$ cat src/rtl/qfr_pkg.sv
// Shared types and constants for the quad flash read sequencer.
// Assumes a flash that decodes the opcode serially on IO0 and the
// address/mode fields on all four lines.
package qfr_pkg;

    typedef enum logic [2:0] {
        PH_IDLE,
        PH_CMD,
        PH_ADDR,
        PH_MODE,
        PH_DATA,
        PH_GAP,
        PH_MRST
    } phase_e;

    localparam logic [7:0] RD_OPCODE = 8'hE3;
    localparam logic [7:0] MODE_STAY = 8'h20;
    localparam logic [7:0] MODE_EXIT = 8'h00;

    localparam int CMD_CLKS  = 8;
    localparam int ADDR_CLKS = 6;
    localparam int MODE_CLKS = 2;

endpackage

$ cat src/rtl/qfr_tick_gen.sv
// Divided enable for the serial clock: one pulse every DIV system
// cycles while run is high, each pulse marking one half period of sclk.
// Assumes DIV >= 1; the count restarts whenever run drops.
module qfr_tick_gen #(
    parameter int DIV = 2
) (
    input  logic clk,
    input  logic rst_n,
    input  logic run,
    output logic tick
);
    localparam int W = $clog2(DIV + 1);

    logic [W-1:0] cnt_q;

    assign tick = run && (cnt_q == W'(DIV - 1));

    // Count system cycles within one half period of sclk.
    always_ff @(posedge clk) begin
        if (!rst_n || !run) begin
            cnt_q <= '0;
        end else if (cnt_q == W'(DIV - 1)) begin
            cnt_q <= '0;
        end else begin
            cnt_q <= cnt_q + 1'b1;
        end
    end
endmodule

$ cat src/rtl/qfr_pin_mux.sv
// Selects what the host drives on the four data lines for the current
// phase and clock index. Purely combinational; assumes cnt is the index
// of the serial clock within the phase and stays in range for it.
module qfr_pin_mux
    import qfr_pkg::*;
(
    input  phase_e      phase,
    input  logic [2:0]  cnt,
    input  logic [23:0] addr,
    input  logic [7:0]  mode,
    output logic [3:0]  io_out,
    output logic [3:0]  io_oe
);
    logic [4:0] nib_lsb;

    assign nib_lsb = 5'd20 - {cnt, 2'b00};

    // Map phase and clock index onto line values and enables.
    always_comb begin
        io_out = 4'b0000;
        io_oe  = 4'b0000;
        case (phase)
            PH_CMD: begin
                io_oe  = 4'b0001;
                io_out = {3'b000, RD_OPCODE[3'd7 - cnt]};
            end
            PH_ADDR: begin
                io_oe  = 4'b1111;
                io_out = addr[nib_lsb +: 4];
            end
            PH_MODE: begin
                io_oe  = 4'b1111;
                io_out = cnt[0] ? mode[3:0] : mode[7:4];
            end
            PH_MRST: begin
                io_oe  = 4'b1111;
                io_out = 4'b1111;
            end
            default: begin
                io_out = 4'b0000;
                io_oe  = 4'b0000;
            end
        endcase
    end
endmodule

$ cat src/rtl/qfr_byte_asm.sv
// Joins two received nibbles into a byte and holds it in a one-entry
// output register with valid/ready handshake. Assumes the caller never
// strobes cap_lo while a byte is still waiting.
module qfr_byte_asm (
    input  logic       clk,
    input  logic       rst_n,
    input  logic       cap_hi,
    input  logic       cap_lo,
    input  logic [3:0] nib_in,
    input  logic       out_ready,
    output logic       out_valid,
    output logic [7:0] out_data
);
    logic [3:0] hi_q;
    logic [7:0] data_q;
    logic       valid_q;

    assign out_valid = valid_q;
    assign out_data  = data_q;

    // Store nibbles and manage the output holding register.
    always_ff @(posedge clk) begin
        if (!rst_n) begin
            hi_q    <= 4'h0;
            data_q  <= 8'h00;
            valid_q <= 1'b0;
        end else begin
            if (cap_hi) begin
                hi_q <= nib_in;
            end
            if (cap_lo) begin
                data_q  <= {hi_q, nib_in};
                valid_q <= 1'b1;
            end else if (out_ready) begin
                valid_q <= 1'b0;
            end
        end
    end

    // A completed byte must never land on an unread one.
    assert_no_overwrite_R9: assert property (@(posedge clk) disable iff (!rst_n)
        cap_lo |-> !valid_q);

    // A waiting byte stays put until the consumer takes it.
    assert_hold_R9: assert property (@(posedge clk) disable iff (!rst_n)
        (valid_q && !out_ready) |=> (valid_q && $stable(data_q)));
endmodule

$ cat src/rtl/qio_flash_reader.sv
// Host-side sequencer for aligned four-line flash reads with continuous
// mode tracking and an exit sequence. Assumes the flash already has
// four-line mode enabled (signalled by cfg_quad_en), that io_in is
// stable around rising sclk edges, and CLK_DIV, CS_GAP >= 1.
module qio_flash_reader
    import qfr_pkg::*;
#(
    parameter int CLK_DIV   = 2,
    parameter int LEN_W     = 8,
    parameter int CS_GAP    = 4,
    parameter int MRST_CLKS = 16
) (
    input  logic             clk,
    input  logic             rst_n,
    input  logic             cfg_quad_en,
    input  logic             req_valid,
    output logic             req_ready,
    input  logic [23:0]      req_addr,
    input  logic [LEN_W-1:0] req_len,
    input  logic             req_keep,
    input  logic             req_mreset,
    output logic             req_err,
    output logic             out_valid,
    input  logic             out_ready,
    output logic [7:0]       out_data,
    output logic             cs_n,
    output logic             sclk,
    output logic [3:0]       io_out,
    output logic [3:0]       io_oe,
    input  logic [3:0]       io_in
);
    localparam int MAXC  = (MRST_CLKS > CMD_CLKS) ? MRST_CLKS : CMD_CLKS;
    localparam int CNT_W = $clog2(MAXC);
    localparam int GAP_W = $clog2(CS_GAP + 1);

    phase_e             phase_q;
    logic [CNT_W-1:0]   cnt_q;
    logic [LEN_W-1:0]   left_q;
    logic [23:0]        addr_q;
    logic [7:0]         mode_q;
    logic               cont_q;
    logic               sclk_q;
    logic [GAP_W-1:0]   gap_q;
    logic               err_q;

    logic run, tick, stall, rise, fall;
    logic cap_hi, cap_lo, accept, bad_req, phase_end, byte_end;

    // Bus is owned while any serial phase is running.
    always_comb begin
        run = (phase_q != PH_IDLE) && (phase_q != PH_GAP);
    end

    // Clock edge requests, with the pause before a byte if output is full.
    always_comb begin
        stall    = (phase_q == PH_DATA) && (cnt_q == '0) && out_valid;
        rise     = tick && !sclk_q && !stall;
        fall     = tick && sclk_q;
        cap_hi   = rise && (phase_q == PH_DATA) && (cnt_q == '0);
        cap_lo   = rise && (phase_q == PH_DATA) && (cnt_q == CNT_W'(1));
        byte_end = (phase_q == PH_DATA) && (cnt_q == CNT_W'(1));
    end

    // Last clock of the current phase.
    always_comb begin
        case (phase_q)
            PH_CMD:  phase_end = (cnt_q == CNT_W'(CMD_CLKS - 1));
            PH_ADDR: phase_end = (cnt_q == CNT_W'(ADDR_CLKS - 1));
            PH_MODE: phase_end = (cnt_q == CNT_W'(MODE_CLKS - 1));
            PH_MRST: phase_end = (cnt_q == CNT_W'(MRST_CLKS - 1));
            PH_DATA: phase_end = byte_end && (left_q == '0);
            default: phase_end = 1'b0;
        endcase
    end

    // Request acceptance and validity screening.
    always_comb begin
        req_ready = (phase_q == PH_IDLE) && !out_valid;
        accept    = req_valid && req_ready;
        bad_req   = !req_mreset &&
                    ((req_addr[3:0] != 4'h0) || !cfg_quad_en || (req_len == '0));
    end

    qfr_tick_gen #(
        .DIV (CLK_DIV)
    ) u_tick (
        .clk   (clk),
        .rst_n (rst_n),
        .run   (run),
        .tick  (tick)
    );

    // Phase sequencing, serial clock, continuous flag and deselect timer.
    always_ff @(posedge clk) begin
        if (!rst_n) begin
            phase_q <= PH_IDLE;
            cnt_q   <= '0;
            left_q  <= '0;
            addr_q  <= 24'h0;
            mode_q  <= MODE_EXIT;
            cont_q  <= 1'b0;
            sclk_q  <= 1'b0;
            gap_q   <= '0;
            err_q   <= 1'b0;
        end else begin
            err_q <= 1'b0;
            case (phase_q)
                PH_IDLE: begin
                    if (accept) begin
                        cnt_q <= '0;
                        if (req_mreset) begin
                            phase_q <= PH_MRST;
                            cont_q  <= 1'b0;
                        end else if (bad_req) begin
                            err_q <= 1'b1;
                        end else begin
                            addr_q  <= req_addr;
                            mode_q  <= req_keep ? MODE_STAY : MODE_EXIT;
                            left_q  <= req_len - 1'b1;
                            phase_q <= cont_q ? PH_ADDR : PH_CMD;
                            cont_q  <= req_keep;
                        end
                    end
                end
                PH_GAP: begin
                    if (gap_q == GAP_W'(CS_GAP - 1)) begin
                        phase_q <= PH_IDLE;
                    end else begin
                        gap_q <= gap_q + 1'b1;
                    end
                end
                default: begin
                    if (rise) begin
                        sclk_q <= 1'b1;
                    end else if (fall) begin
                        sclk_q <= 1'b0;
                        if (phase_end) begin
                            cnt_q <= '0;
                            case (phase_q)
                                PH_CMD:  phase_q <= PH_ADDR;
                                PH_ADDR: phase_q <= PH_MODE;
                                PH_MODE: phase_q <= PH_DATA;
                                default: begin
                                    phase_q <= PH_GAP;
                                    gap_q   <= '0;
                                end
                            endcase
                        end else if (byte_end) begin
                            cnt_q  <= '0;
                            left_q <= left_q - 1'b1;
                        end else begin
                            cnt_q <= cnt_q + 1'b1;
                        end
                    end
                end
            endcase
        end
    end

    qfr_pin_mux u_pins (
        .phase  (phase_q),
        .cnt    (cnt_q[2:0]),
        .addr   (addr_q),
        .mode   (mode_q),
        .io_out (io_out),
        .io_oe  (io_oe)
    );

    qfr_byte_asm u_asm (
        .clk       (clk),
        .rst_n     (rst_n),
        .cap_hi    (cap_hi),
        .cap_lo    (cap_lo),
        .nib_in    (io_in),
        .out_ready (out_ready),
        .out_valid (out_valid),
        .out_data  (out_data)
    );

    assign cs_n    = !run;
    assign sclk    = sclk_q;
    assign req_err = err_q;

    // Mode 0: the serial clock rests low whenever chip select is high.
    assert_idle_clock_low_R1: assert property (@(posedge clk) disable iff (!rst_n)
        cs_n |-> !sclk);

    // Host lines are released for the whole data phase.
    assert_bus_released_R6: assert property (@(posedge clk) disable iff (!rst_n)
        (phase_q == PH_DATA) |-> (io_oe == 4'b0000));

    // The exit sequence drives every line high.
    assert_exit_all_high_R8: assert property (@(posedge clk) disable iff (!rst_n)
        (phase_q == PH_MRST) |-> ((io_out == 4'b1111) && (io_oe == 4'b1111)));

    // A rejected request leaves the bus deselected.
    assert_reject_quiet_R7: assert property (@(posedge clk) disable iff (!rst_n)
        req_err |-> (cs_n && $past(phase_q == PH_IDLE)));

    // Chip select never bounces straight back low after rising.
    assert_deselect_gap_R10: assert property (@(posedge clk) disable iff (!rst_n)
        $rose(cs_n) |=> cs_n);
endmodule

$ cat config.mk
export PLATFORM = sky130hd
export DESIGN_NAME = qio_flash_reader
export DESIGN_NICKNAME = d
export VERILOG_FILES = /design/src/rtl/qfr_pkg.sv /design/src/rtl/qfr_tick_gen.sv /design/src/rtl/qfr_pin_mux.sv /design/src/rtl/qfr_byte_asm.sv /design/src/rtl/qio_flash_reader.sv
export SDC_FILE = /design/constraint.sdc
export NUM_CORES = 1
export LEC_CHECK = 0
export BUFFER_PORTS_ARGS = -buffer_cell sky130_fd_sc_hd__buf_2
export CAP_MARGIN = 10
export CORE_MARGIN = 10
export CORE_UTILIZATION = 50
export CTS_BUF_LIST = sky130_fd_sc_hd__clkbuf_4 sky130_fd_sc_hd__clkbuf_8 sky130_fd_sc_hd__clkbuf_16
export CTS_CLUSTER_DIAMETER = 100
export DETAILED_ROUTE_END_ITERATION = 7
export HOLD_SLACK_MARGIN = 0.15
export PLACE_DENSITY = 0.73
export SYNTH_ARGS = -nofsm -noshare
export SYNTH_HDL_FRONTEND = slang
export SYNTH_SLANG_ARGS = --single-unit
$ cat constraint.sdc
create_clock -name clk -period 5.6 [get_ports clk]
set_input_delay 1.12 -clock clk [delete_from_list [all_inputs] [get_ports clk]]
set_output_delay 1.12 -clock clk [all_outputs]
set_load 0.01 [all_outputs]
==> flow_metrics.py <==
metrics = {
    "layout": {
        "multiInputGateArea_sq_um": 1940,
        "layout.cells.non_filler": 508,
        "area_growth_pct": 16.9,
        "fill_cells": 557,
        "mostFrequentLayoutCells": "63 x buf_2, 61 x dfxtp_1, 55 x nor2_1, 39 x mux2i_1, 30 x nand2_1",
        "antenna_cells": 0,
        "layout_commonest_cell": "buf_2",
        "final-seq-area_sq_um": 1220,
        "drive_gt1_share_pct": 23.0,
        "fin_nets": 477,
    },
    "drt": {
        "wl_per_cell_um": 16.1,
        "drc": 0,
        "dr.pass1.iters": 7,
        "ant_nets": 0,
        "drt-total-wl_um": 8160,
        "drtIter0Drc": 164,
        "route.vias.total": 2885,
        "vias_per_cell": 5.68,
    },
    "run_status": {
        "status": "finished clean",
    },
    "clock_network": {
        "cts_resized": 0,
        "cts.sinks": 61,
        "clkLatencyLatePin_ns": 0.33,
        "ctsHoldBuffers": 0,
        "tritoncts": "done",
        "cts_max_level": 3,
        "cts_setup_buffers": 0,
        "cts.path.max_buffers": 2,
        "cts_root_buf": "clkbuf_8",
        "cts.reportedPaths.clkPinSlew_ns": 0.07,
        "cts_buffers": 9,
    },
    "yosys": {
        "yosysSeqAreaShare_pct": 36.9,
        "ys_types": 58,
        "syn_nets": 422,
        "yosys_warnings": 0,
        "synth_cells": 371,
        "syn-cell-area_sq_um": 3310,
        "syn-mean-instance-area_sq_um": 8.93,
        "synth-main-ff-cell": "dfxtp_1",
        "ys_ff_latch": 61,
        "ys_async_sr_fraction_pct": 0,
        "synth_edf_count": 0,
    },
    "place": {
        "placed_cells": 492,
        "gp_congestion": 0.851,
        "hpwl_um": 5900,
        "port_buffers": 63,
    },
    "floorplan": {
        "core_sq_um": 6390,
        "num_rows": 29,
        "die_area_sq_um": 10300,
        "die_width_um": 101,
        "die_h_um": 101,
        "initial_utilization_pct": 51.9,
        "io_pins": 64,
    },
    "sta": {
        "final_hold_viol_count": 0,
        "finalSetupViolCount": 0,
        "finClkSkew_ns": 0.00824,
        "relSlewSlack_pct": 46.0,
        "fin_crit_sh_pct": 61.9,
        "maxSlewViolCount": 0,
        "max_freq_mhz": 289,
        "rsz0062_at_grt": "no",
        "fin_crit_ns": 3.46,
        "worstMarginPinSlew_ns": 0.800,
        "finalSetupTns_ns": 0,
    },
    "grt": {
        "grt_pass1_wl_um": 13800,
        "grt_use_total_pct": 16.0,
        "grt_overflow_total": 0,
        "grt_max_degree": 48,
        "grt_pass1_vias": 2941,
        "antenna_found_initial": 0,
    },
    "critical_path": {
        "critPathLaunchType": "flip-flop",
        "worstPathRequired_ns": 4.48,
        "worst_path_largest_cell_delay_ns": 0.63,
        "critical-path-slowest-cell": "mux4_1",
        "critPathTopFamily": "multiplexers",
        "path_max_fanout": 12,
        "path_cells": "mux4_1 -> a221oi_1 -> o21ai_0 -> and2_1 -> buf_2",
        "critPathKind": "flip-flop to output pin",
        "critPathLaunch": "cnt_q[1]$_SDFFE_PN0P_",
        "endpoint_kind": "output pin",
        "cp.buffers_inverters": 1,
        "rr_startpoint": "cnt_q[0]$_SDFFE_PN0P_",
        "worstPathArrival_ns": 2.34,
    },
    "pwr": {
        "ir_drop_mv": 0.363,
        "powerDensity_nw_per_um2": 459,
        "p_leak_nw": 1.65,
    },
    "min_path": {
        "hold_start": "u_tick.cnt_q[0]$_SDFF_PP0_",
        "hp-class": "flip-flop to flip-flop",
    },
    "flow_run": {
        "cap_viol_max_count": 0,
    },
}
final cells by class:
class | count | share of cell area [%]
Timing Repair Buffer | 68 | 9.11
Clock inverter | 7 | 2.55
Multi-Input combinational cell | 276 | 50.1
Tap cell | 77 | 2.49
Inverter | 10 | 0.969
Sequential cell | 61 | 31.5
Clock buffer | 9 | 3.20
stage by stage:
step	hold slack, ns	instance area (sq um)	setup slack (ns)	power, mW	util, %
floorplan	0.408	3310	2.76	1.15	-
global placement	0.417	3650	2.41	1.33	57.2
detailed placement	0.437	3650	2.35	1.34	57.2
CTS	0.448	3870	2.12	1.79	60.6
global route	0.465	3870	1.88	1.91	60.6
finish	0.438	3870	2.14	1.78	60.6
sequential cells by signal, summed over array words and instances, names as in the netlist:
signal / cells
cont_q: 1
sclk: 1
phase_q: 3
u_tick.cnt_q: 2
u_asm.out_data: 8
left_q: 8
cnt_q: 4
u_asm.out_valid: 1
addr_q: 24
req_err: 1
u_asm.hi_q: 4
mode_q: 1
gap_q: 3
report_power, final:
group	internal, mW	switching, mW	leakage [nW]
combinational	0.315	0.485	1.05
sequential	0.476	0.0657	0.493
clock	0.253	0.185	0.110
cells by family after synthesis:
group / Yosys count / synth area share, %
compound gates: 63 / 14.2
xor+xnor: 2 / 0.529
fa+ha+maj: 8 / 3.02
buf+inv: 34 / 4.65
flops: 61 / 36.9
mux: 47 / 16.3
simple gates: 156 / 24.4
metal layers:
metal / share of wire, % / global-route usage, %
met4: 1.0 / 5.36
met3: 7.4 / 5.72
met2: 45 / 24.9
met1: 46 / 20.2
met5: 0 / 0
worst register-to-register path, cell delays in order, from the launching register on:
cell      delay (ns)
dfxtp_1         0.64
ha_1            0.22
or3b_1          0.41
a21boi_0        0.47
nand2_1         0.18
nor3_4          0.52
a21oi_1         0.13
or3_1           0.36
Yosys cell counts (all sizes together) (2+ instances only):
master / instances / area (sq um)
nand3b: 4 / 30.0
nand2b: 5 / 31.3
dfxtp: 61 / 1220
nor4b: 3 / 32.5
a2111oi: 3 / 32.5
mux4: 4 / 105
a21oi: 14 / 70.1
nor2: 55 / 206
or3b: 2 / 17.5
clkbuf: 14 / 52.6
o32ai: 2 / 17.5
nor3: 11 / 77.6
mux2i: 39 / 390
a22oi: 2 / 15.0
inv: 10 / 37.5
nand4: 3 / 18.8
a211oi: 2 / 15.0
a21boi: 3 / 22.5
nand2: 30 / 113
mux2: 4 / 45.0
ha: 8 / 100
o31ai: 3 / 22.5
o21ai: 10 / 50.1
nand4b: 2 / 17.5
a31oi: 2 / 12.5
o31a: 2 / 17.5
nor4: 5 / 31.3
xnor2: 2 / 17.5
or3: 10 / 63.8
buf: 10 / 63.8
a21o: 2 / 15.0
o2111a: 2 / 22.5
o21bai: 2 / 15.0
and2: 3 / 18.8
and3: 5 / 31.3
o311ai: 2 / 17.5
nor2b: 6 / 37.5
nand3: 8 / 40.0
a221oi: 5 / 61.3
worst paths after layout:
kind / end / slack, ns / cells after the start
worst min-delay path: u_tick.cnt_q[0]$_SDFF_PP0_ / 0.44 / 1
worst min register to register: u_tick.cnt_q[0]$_SDFF_PP0_ / 0.44 / 1
worst max register to register: left_q[5]$_SDFFE_PN0P_ / 2.57 / 7
worst max-delay path: io_out[1] / 2.14 / 5
Note: power is estimated with default switching activity, not from simulation.
